[src/rtl/pimg_pkg.sv]
package pimg_pkg;
  localparam int VER_W = 16;
  typedef logic [VER_W-1:0] ver_t;

  // next version value, wraps modulo 2^VER_W
  function automatic ver_t ver_step(input ver_t v);
    return v + ver_t'(1);
  endfunction

  // a swap fires when a latch is wanted and no burst is open
  function automatic logic swap_go(input logic strobe, input logic pend, input logic busy);
    return (strobe | pend) & ~busy;
  endfunction
endpackage

[src/rtl/pimg_swap_ctl.sv]
module pimg_swap_ctl
  import pimg_pkg::*;
(
  input  logic clk,
  input  logic rst_n,
  input  logic latch_i,
  input  logic busy_i,
  output logic swap_o,
  output logic sel_o,
  output ver_t version_o,
  output logic overrun_o
);
  logic pend_q;
  logic late_latch;

  assign swap_o     = swap_go(latch_i, pend_q, busy_i);
  assign late_latch = latch_i & busy_i;

  always_ff @(posedge clk or negedge rst_n) begin
    if (!rst_n) begin
      pend_q    <= 1'b0;
      sel_o     <= 1'b0;
      version_o <= '0;
      overrun_o <= 1'b0;
    end else begin
      pend_q <= (latch_i | pend_q) & busy_i;
      if (late_latch) overrun_o <= 1'b1;
      if (swap_o) begin
        sel_o     <= ~sel_o;
        version_o <= ver_step(version_o);
      end
    end
  end

  p_defer_flag_r4: assert property (@(posedge clk) disable iff (!rst_n)
    late_latch |=> overrun_o);
  p_ovr_sticky_r4: assert property (@(posedge clk) disable iff (!rst_n)
    overrun_o |=> overrun_o);
  p_ver_step_r5: assert property (@(posedge clk) disable iff (!rst_n)
    swap_o |=> (version_o == ver_step($past(version_o))));
  p_ver_hold_r5: assert property (@(posedge clk) disable iff (!rst_n)
    !swap_o |=> $stable(version_o));
  p_sel_flip_r3: assert property (@(posedge clk) disable iff (!rst_n)
    swap_o |=> (sel_o != $past(sel_o)));
endmodule

[src/rtl/pimg_in_banks.sv]
module pimg_in_banks #(
  parameter int DATA_W = 32,
  parameter int WORDS  = 8,
  localparam int AW    = $clog2(WORDS)
) (
  input  logic              clk,
  input  logic              rst_n,
  input  logic              sel_i,
  input  logic              we_i,
  input  logic [AW-1:0]     waddr_i,
  input  logic [DATA_W-1:0] wdata_i,
  input  logic              rd_i,
  input  logic [AW-1:0]     raddr_i,
  output logic [DATA_W-1:0] rdata_o
);
  logic [DATA_W-1:0] word_q [2][WORDS];

  for (genvar b = 0; b < 2; b++) begin : g_bank
    always_ff @(posedge clk or negedge rst_n) begin
      if (!rst_n) begin
        for (int i = 0; i < WORDS; i++) word_q[b][i] <= '0;
      end else if (we_i && (sel_i == b[0])) begin
        word_q[b][waddr_i] <= wdata_i;
      end
    end
  end

  always_ff @(posedge clk or negedge rst_n) begin
    if (!rst_n)    rdata_o <= '0;
    else if (rd_i) rdata_o <= word_q[~sel_i][raddr_i];
  end

  p_rd_hold_r7: assert property (@(posedge clk) disable iff (!rst_n)
    !rd_i |=> $stable(rdata_o));
endmodule

[src/rtl/pimg_out_stage.sv]
module pimg_out_stage #(
  parameter int DATA_W = 32,
  parameter int WORDS  = 8,
  localparam int AW    = $clog2(WORDS)
) (
  input  logic              clk,
  input  logic              rst_n,
  input  logic              commit_i,
  input  logic              we_i,
  input  logic [AW-1:0]     waddr_i,
  input  logic [DATA_W-1:0] wdata_i,
  input  logic [AW-1:0]     raddr_i,
  output logic [DATA_W-1:0] rdata_o
);
  logic [WORDS-1:0][DATA_W-1:0] stage_q, stage_d, active_q;

  always_comb begin
    stage_d = stage_q;
    if (we_i) stage_d[waddr_i] = wdata_i;
  end

  always_ff @(posedge clk or negedge rst_n) begin
    if (!rst_n) begin
      stage_q  <= '0;
      active_q <= '0;
    end else begin
      stage_q <= stage_d;
      if (commit_i) active_q <= stage_d;
    end
  end

  assign rdata_o = active_q[raddr_i];

  p_out_hold_r6: assert property (@(posedge clk) disable iff (!rst_n)
    !commit_i |=> $stable(active_q));
  p_out_load_r6: assert property (@(posedge clk) disable iff (!rst_n)
    commit_i |=> (active_q == stage_q));
endmodule

[src/rtl/pimg_dbuf.sv]
module pimg_dbuf
  import pimg_pkg::*;
#(
  parameter int DATA_W    = 32,
  parameter int IN_WORDS  = 8,
  parameter int OUT_WORDS = 8,
  localparam int IA_W     = $clog2(IN_WORDS),
  localparam int OA_W     = $clog2(OUT_WORDS)
) (
  input  logic              clk,
  input  logic              rst_n,
  input  logic              latch_i,
  input  logic              net_busy_i,
  input  logic              net_we_i,
  input  logic [IA_W-1:0]   net_waddr_i,
  input  logic [DATA_W-1:0] net_wdata_i,
  input  logic [OA_W-1:0]   net_raddr_i,
  output logic [DATA_W-1:0] net_rdata_o,
  input  logic              host_win_i,
  input  logic              host_rd_i,
  input  logic [IA_W-1:0]   host_raddr_i,
  output logic [DATA_W-1:0] host_rdata_o,
  input  logic              host_wr_i,
  input  logic [OA_W-1:0]   host_waddr_i,
  input  logic [DATA_W-1:0] host_wdata_i,
  output logic [VER_W-1:0]  version_o,
  output logic              overrun_o,
  output logic              win_viol_o
);
  logic swap_evt;
  logic bank_sel;
  logic stray_access;

  assign stray_access = (host_rd_i | host_wr_i) & ~host_win_i;

  pimg_swap_ctl u_ctl (
    .clk(clk), .rst_n(rst_n), .latch_i(latch_i), .busy_i(net_busy_i),
    .swap_o(swap_evt), .sel_o(bank_sel), .version_o(version_o), .overrun_o(overrun_o)
  );

  pimg_in_banks #(.DATA_W(DATA_W), .WORDS(IN_WORDS)) u_in (
    .clk(clk), .rst_n(rst_n), .sel_i(bank_sel),
    .we_i(net_we_i), .waddr_i(net_waddr_i), .wdata_i(net_wdata_i),
    .rd_i(host_rd_i), .raddr_i(host_raddr_i), .rdata_o(host_rdata_o)
  );

  pimg_out_stage #(.DATA_W(DATA_W), .WORDS(OUT_WORDS)) u_out (
    .clk(clk), .rst_n(rst_n), .commit_i(swap_evt),
    .we_i(host_wr_i), .waddr_i(host_waddr_i), .wdata_i(host_wdata_i),
    .raddr_i(net_raddr_i), .rdata_o(net_rdata_o)
  );

  always_ff @(posedge clk or negedge rst_n) begin
    if (!rst_n)            win_viol_o <= 1'b0;
    else if (stray_access) win_viol_o <= 1'b1;
  end

  p_viol_set_r8: assert property (@(posedge clk) disable iff (!rst_n)
    stray_access |=> win_viol_o);
  p_viol_sticky_r8: assert property (@(posedge clk) disable iff (!rst_n)
    win_viol_o |=> win_viol_o);
  p_swap_quiet_r3: assert property (@(posedge clk) disable iff (!rst_n)
    swap_evt |-> !net_busy_i);
endmodule

[config.mk]
export PLATFORM = sky130hd
export DESIGN_NAME = pimg_dbuf
export DESIGN_NICKNAME = d
export VERILOG_FILES = /design/src/rtl/pimg_pkg.sv /design/src/rtl/pimg_swap_ctl.sv /design/src/rtl/pimg_in_banks.sv /design/src/rtl/pimg_out_stage.sv /design/src/rtl/pimg_dbuf.sv
export SDC_FILE = /design/constraint.sdc
export NUM_CORES = 2
export LEC_CHECK = 0
export CORE_UTILIZATION = 50
export DETAILED_ROUTE_END_ITERATION = 8
export MAX_ROUTING_LAYER = met4
export PLACE_DENSITY = 0.67
export SLEW_MARGIN = 20
export SYNTH_ARGS = -nofsm -noshare
export SYNTH_HDL_FRONTEND = slang
export SYNTH_SLANG_ARGS = --single-unit
export TNS_END_PERCENT = 5
[constraint.sdc]
create_clock -name clk -period 3 [get_ports clk]
set_input_delay 0.6 -clock clk [delete_from_list [all_inputs] [get_ports clk]]
set_output_delay 0.6 -clock clk [all_outputs]
set_load 0.01 [all_outputs]
### After elaboration in Yosys (flattened, before gate mapping)

Index checks and enable logic that the tools add are counted.

* $add $sub $neg: 1
* $lt $le $gt $ge: 7
* multiplexer cells: 16
* bitwise gates (word level): 12
* reductions and logical operators: 4

Operator list (number)
* $mux W256: 4
* $bwmux W256: 3
* $bmux W32 S3: 2
* $demux W32 S3: 2
* $mux W32: 5
* $add A16 B1 Y16 const B: 1
* $ge A4 B4 Y1 const B: 2
* $lt A3 B4 Y1 const B: 2
* $not A3 Y4: 2
* $and A1 B1 Y1: 4
* $logic_and A1 B1 Y1: 4
* $lt A4 B1 Y1 const B: 1
* $ge A3 B1 Y1 const B: 1
* $not A1 Y1: 3
* $ge A2 B2 Y1 const B: 1
* $not A1 Y2: 1
* $or A1 B1 Y1: 2

* register bits after elaboration: 1076
* input port bits: 84

### Depth between registers and ports, before layout

* depth after elaboration: 8
* depth in mapped cells: 7
* mapped depth without buffers: 4

### Modules after synthesis

Synthesis repeated with hierarchy kept, for this count alone.

* cells, all modules: 2749
* area total of the unflattened synthesis: 46851.2 um2

By module, submodules not included
* pimg_in_banks: instances 1, cells an instance 1475, area each 23980.5 um2, sequential area each 13613.1 um2
* pimg_out_stage: instances 1, cells an instance 1205, area each 22012.4 um2, sequential area each 12812.3 um2
* pimg_swap_ctl: instances 1, cells an instance 66, area each 818.3 um2, sequential area each 475.5 um2
* pimg_dbuf: instances 1, cells an instance 3, area each 40.0 um2, sequential area each 25.0 um2

### Worst setup path before layout

No wires, ideal clock.

* path kind: input port to output port
* start: input net_raddr_i[0]
* end: output net_rdata_o[0]
* arrival time: 1.923 ns
* setup slack: 0.477 ns
* cell stages on the path: 4
* buffers on the path: 2
* cell sequence: buf_2 > buf_2 > mux4_2 > mux2_2

* longest elaborated chain between the ends: 2

Ends and longest elaborated chain
* start: declaration: line pimg_dbuf.sv:17 `input logic [OA_W-1:0] net_raddr_i,`
* $bmux W32 S3: line pimg_out_stage.sv:32 `assign rdata_o = active_q[raddr_i];`
* $mux W32 (implied by the code): line pimg_out_stage.sv:32
* end: declaration: line pimg_dbuf.sv:18 `output logic [DATA_W-1:0] net_rdata_o,`

Every way passes these cells. The select of a mux whose other input is x is not followed.

### Worst setup path in the final report

* start: input net_raddr_i[0]
* end: output net_rdata_o[9]

The elaborated chain is that of the path after synthesis.

==> key figures <==
Clocking
  • Worst-case clock buffer depth: 3
  • Worst-skew pair later-pin latency: 690 ps
  • CTS H-tree depth: 3
  • Clk slew on worst S/H paths: 60 ps
  • CTS tree: yes
  • Clock root cell: clkbuf_16
  • CTS Buf Count: roughly 110
  • Clock sinks: 1076

Yosys
  • Syn Std Cell Area: 45700 um^2
  • Post-synthesis mux area share: 0.331
  • Adder-cell area share of the yosys netlist: 0.000274
  • Seq cells post-synth: 1076
  • Top cell type's share of synthesized area: 0.589
  • Simple logic cell fraction of the synthesized area: 0.0407
  • Mapped Cells: 3018
  • Top cells by area, synth: dfrtp_1, mux2_2, mux4_2, nand2_1, buf_2
  • Post-synthesis compound-gate area fraction: 0.0131
  • Area leader, netlist: dfrtp_1
  • Largest family of logic cells by synthesized area: multiplexers
  • Primary FF master, synth: dfrtp_1
  • Post-synthesis xor/xnor area fraction: 0.00306
  • Number of flops mapped to enable cells by yosys: 0
  • Register area share after synthesis: 0.589
  • Netlist cell types: 41
  • Post-Syn Area per Cell: 15.2 um^2
  • YS warnings: 0
  • Asr flop ratio synth: 1.00
  • Post-Syn Nets: 3103

Critical path
  • CP max FO: 18
  • Setup CP Type: in -> out
  • Bufs and invs on worst path: 3
  • Slowest CP cell: mux4_2
  • Arrival time worst endpoint: 2340 ps
  • Critical-path cell list: buf_4, buf_12, mux4_2, mux2_2, clkdlybuf4s50_1
  • Reg2reg start: u_ctl.sel_o$_DFFE_PN0P_
  • Req. time, crit path: about 2400 ps
  • Critical Path Start: net_raddr_i[0]
  • Startpoint types: input pin
  • Cell family with the largest share of critical-path delay: buffers and inverters
  • Critical path endpoint category: primary output
  • CP max stage delay: 530 ps

Placed design
  • Area after DPL: 49400 um^2
  • Placed Cells: 4250
  • Routability congestion estimate: 0.776
  • DPL Wire Length: 63900 um
  • Port buffer count: 165
  • Worst slack, placed: 48.4 ps

STA
  • Final-report max-slew violation count: 0
  • Setup ws final: 58.0 ps
  • Fmax: 0.340 GHz
  • Worst Skew: 25.2 ps
  • Fin. Hold Viols: 0
  • Setup violators final: 0
  • Setup TNS: 0 ps
  • Unrepaired setup endpoints after global routing: false
  • Least-Margin Pin Slew: about 740 ps
  • Minimum clock period: 2940 ps
  • Fin crit share: 0.981
  • Worst slew margin: 0.507

Run
  • Max Cap Viol: 0

Drt
  • Routed len/inst: 23.6 um
  • Final WL: 105000 um
  • DRC viols: 0
  • Via-to-Cell Ratio: slightly below 6
  • DR vias: 25800
  • DRT Pass-1 Iters: 5
  • Remaining antenna violation count after routing: 0
  • First DRT Iteration DRCs: about 1600

Finish
  • Design area: around 53000 um^2
  • Share of layout cells above drive strength 1: 0.444
  • Post-layout nets: 3275
  • Fillcell total: 6774
  • Post-route insts no fill: 4463
  • Util after Layout: 0.589
  • Commonest cells after routing, fill and taps aside: dfrtp_1, mux2_2, nand2_1
  • Layout area overhead: 16.3%
  • Commonest non-fill, non-tap cell in the layout: dfrtp_1

Floorplan
  • Core Box Area: between 90000 and 100000 um^2
  • Std cell rows: 110
  • Die area: 92700 um^2
  • Die H: 304 um
  • Initial Util: 0.507
  • Die width: 304 um
  • Top-Level Pins: approximately 170

GRT
  • Global-route wire length before repair: 168000 um
  • Grt peak-use layer: met2
  • Met3 Usage GRT: 0.0386
  • Total GRT Usage: 0.241
  • Total gr overflow: 0
  • Met1 Usage GRT: 0.310
  • Antenna violations before repair: 10
  • Vias in the first global route: roughly 28000
  • Routing usage on met2: 0.391
  • Largest net degree at the start of global routing: 107

Worst hold path
  • HP Class: in -> async

Power
  • Maximum vdd drop: around 0.55 mV
  • LEAKAGE: 23.1 nW
  • PD cells: 895 nW/um^2

Outcome
  • Outcome: completed
-- cells in the mapped netlist (3+ instances only) --
master,n
nand2_1,396
mux4_2,192
nand4b_1,3
nor3_1,3
mux2_1,27
buf_2,96
nand4_1,3
buf_1,8
nor3_2,6
nand2b_1,3
nor2_1,10
xor2_1,5
nor3b_2,4
buf_6,3
mux2_4,6
xnor2_1,11
a21oi_1,32
o22ai_1,64
dfrtp_1,1076
nand3_1,7
mux2_2,927
buf_4,15
clkbuf_1,98
-- routing by layer --
metal	vias to the layer above	part of all wire
li1	11200	-
met4	0	0.027
met2	529	0.50
met5	-	0
met1	13900	0.43
met3	179	0.041
-- final timing paths --
check | slack (ps) | end | cells after the start
min in group clk | 460 | u_ctl.overrun_o$_DFFE_PN0P_ | 1
setup reg to reg | 910 | u_in.word_q[422]$_DFFE_PN0P_ | 4
max in group asynchronous | 1510 | u_out.active_q[38]$_DFFE_PN0P_ | 3
hold / removal | 440 | u_out.active_q[48]$_DFFE_PN0P_ | 2
hold reg to reg | 460 | u_ctl.overrun_o$_DFFE_PN0P_ | 1
setup / recovery | 60 | net_rdata_o[9] | 5
-- cells by family (layout without fill, tap and decap cells) --
group / Yosys count / in the layout
other: 0 / 10
xor gates and xnor gates: 16 / 16
muxes: 1152 / 1152
AOI/OAI and AO/OA: 101 / 101
buffers and inverters: 223 / 482
and+or+nand+nor: 449 / 449
adders and majority gates: 1 / 1
DFF: 1076 / 1076
-- what timing repair did --
item,CTS,global route
cloned,0,0
setup endpoints to repair,3,2
buffers inserted,0,0
hold buffers,1,0
pin swaps,0,0
hold endpoints to repair,27,0
resized for setup,3,2
-- registers in the layout (all words and copies together), names as in the netlist --
| register | cells |
|---|---|
| u_out.active_q | 256 |
| u_in.word_q | 512 |
| u_ctl.pend_q | 1 |
| u_ctl.version_o | 16 |
| u_out.stage_q | 256 |
| u_ctl.sel_o | 1 |
| win_viol_o | 1 |
| u_in.rdata_o | 32 |
| u_ctl.overrun_o | 1 |
-- through the flow --
stage	hold WS [ps]	total power, mW
floorplan	304	29.9
global placement	441	33.0
detailed placement	446	34.0
CTS	429	48.1
global route	464	50.1
finish	443	47.6
-- worst reg2reg max path, delay by kind of cell (launching register included) --
kind	cells	cell delay (ps)
AND/OR/NAND/NOR	2	690
flip-flops	1	520
multiplexers	1	390
buffers and inverters	1	360
-- area by class of cell --
cell class | count | area [um^2] | area share
Clock inverter | 36 | 383 | 0.00720
Antenna cell | 10 | 25.0 | 0.000470
Multi-Input combinational cell | 1719 | 17900 | 0.337
Tap cell | 1176 | 1470 | 0.0277
Timing Repair Buffer | 278 | 3110 | 0.0584
Inverter | 2 | 7.51 | 0.000141
Sequential cell | 1076 | 26900 | 0.506
Clock buffer | 166 | 3360 | 0.0631
-- report_power, final --
part           switching (mW)  leakage (nW)  internal, mW
logic                    4.06          8.16          7.00
clock network            5.67          1.85          8.23
registers                2.77          13.1          19.9
total                    12.5          23.1          35.1
(Power assumes the default switching activity.)
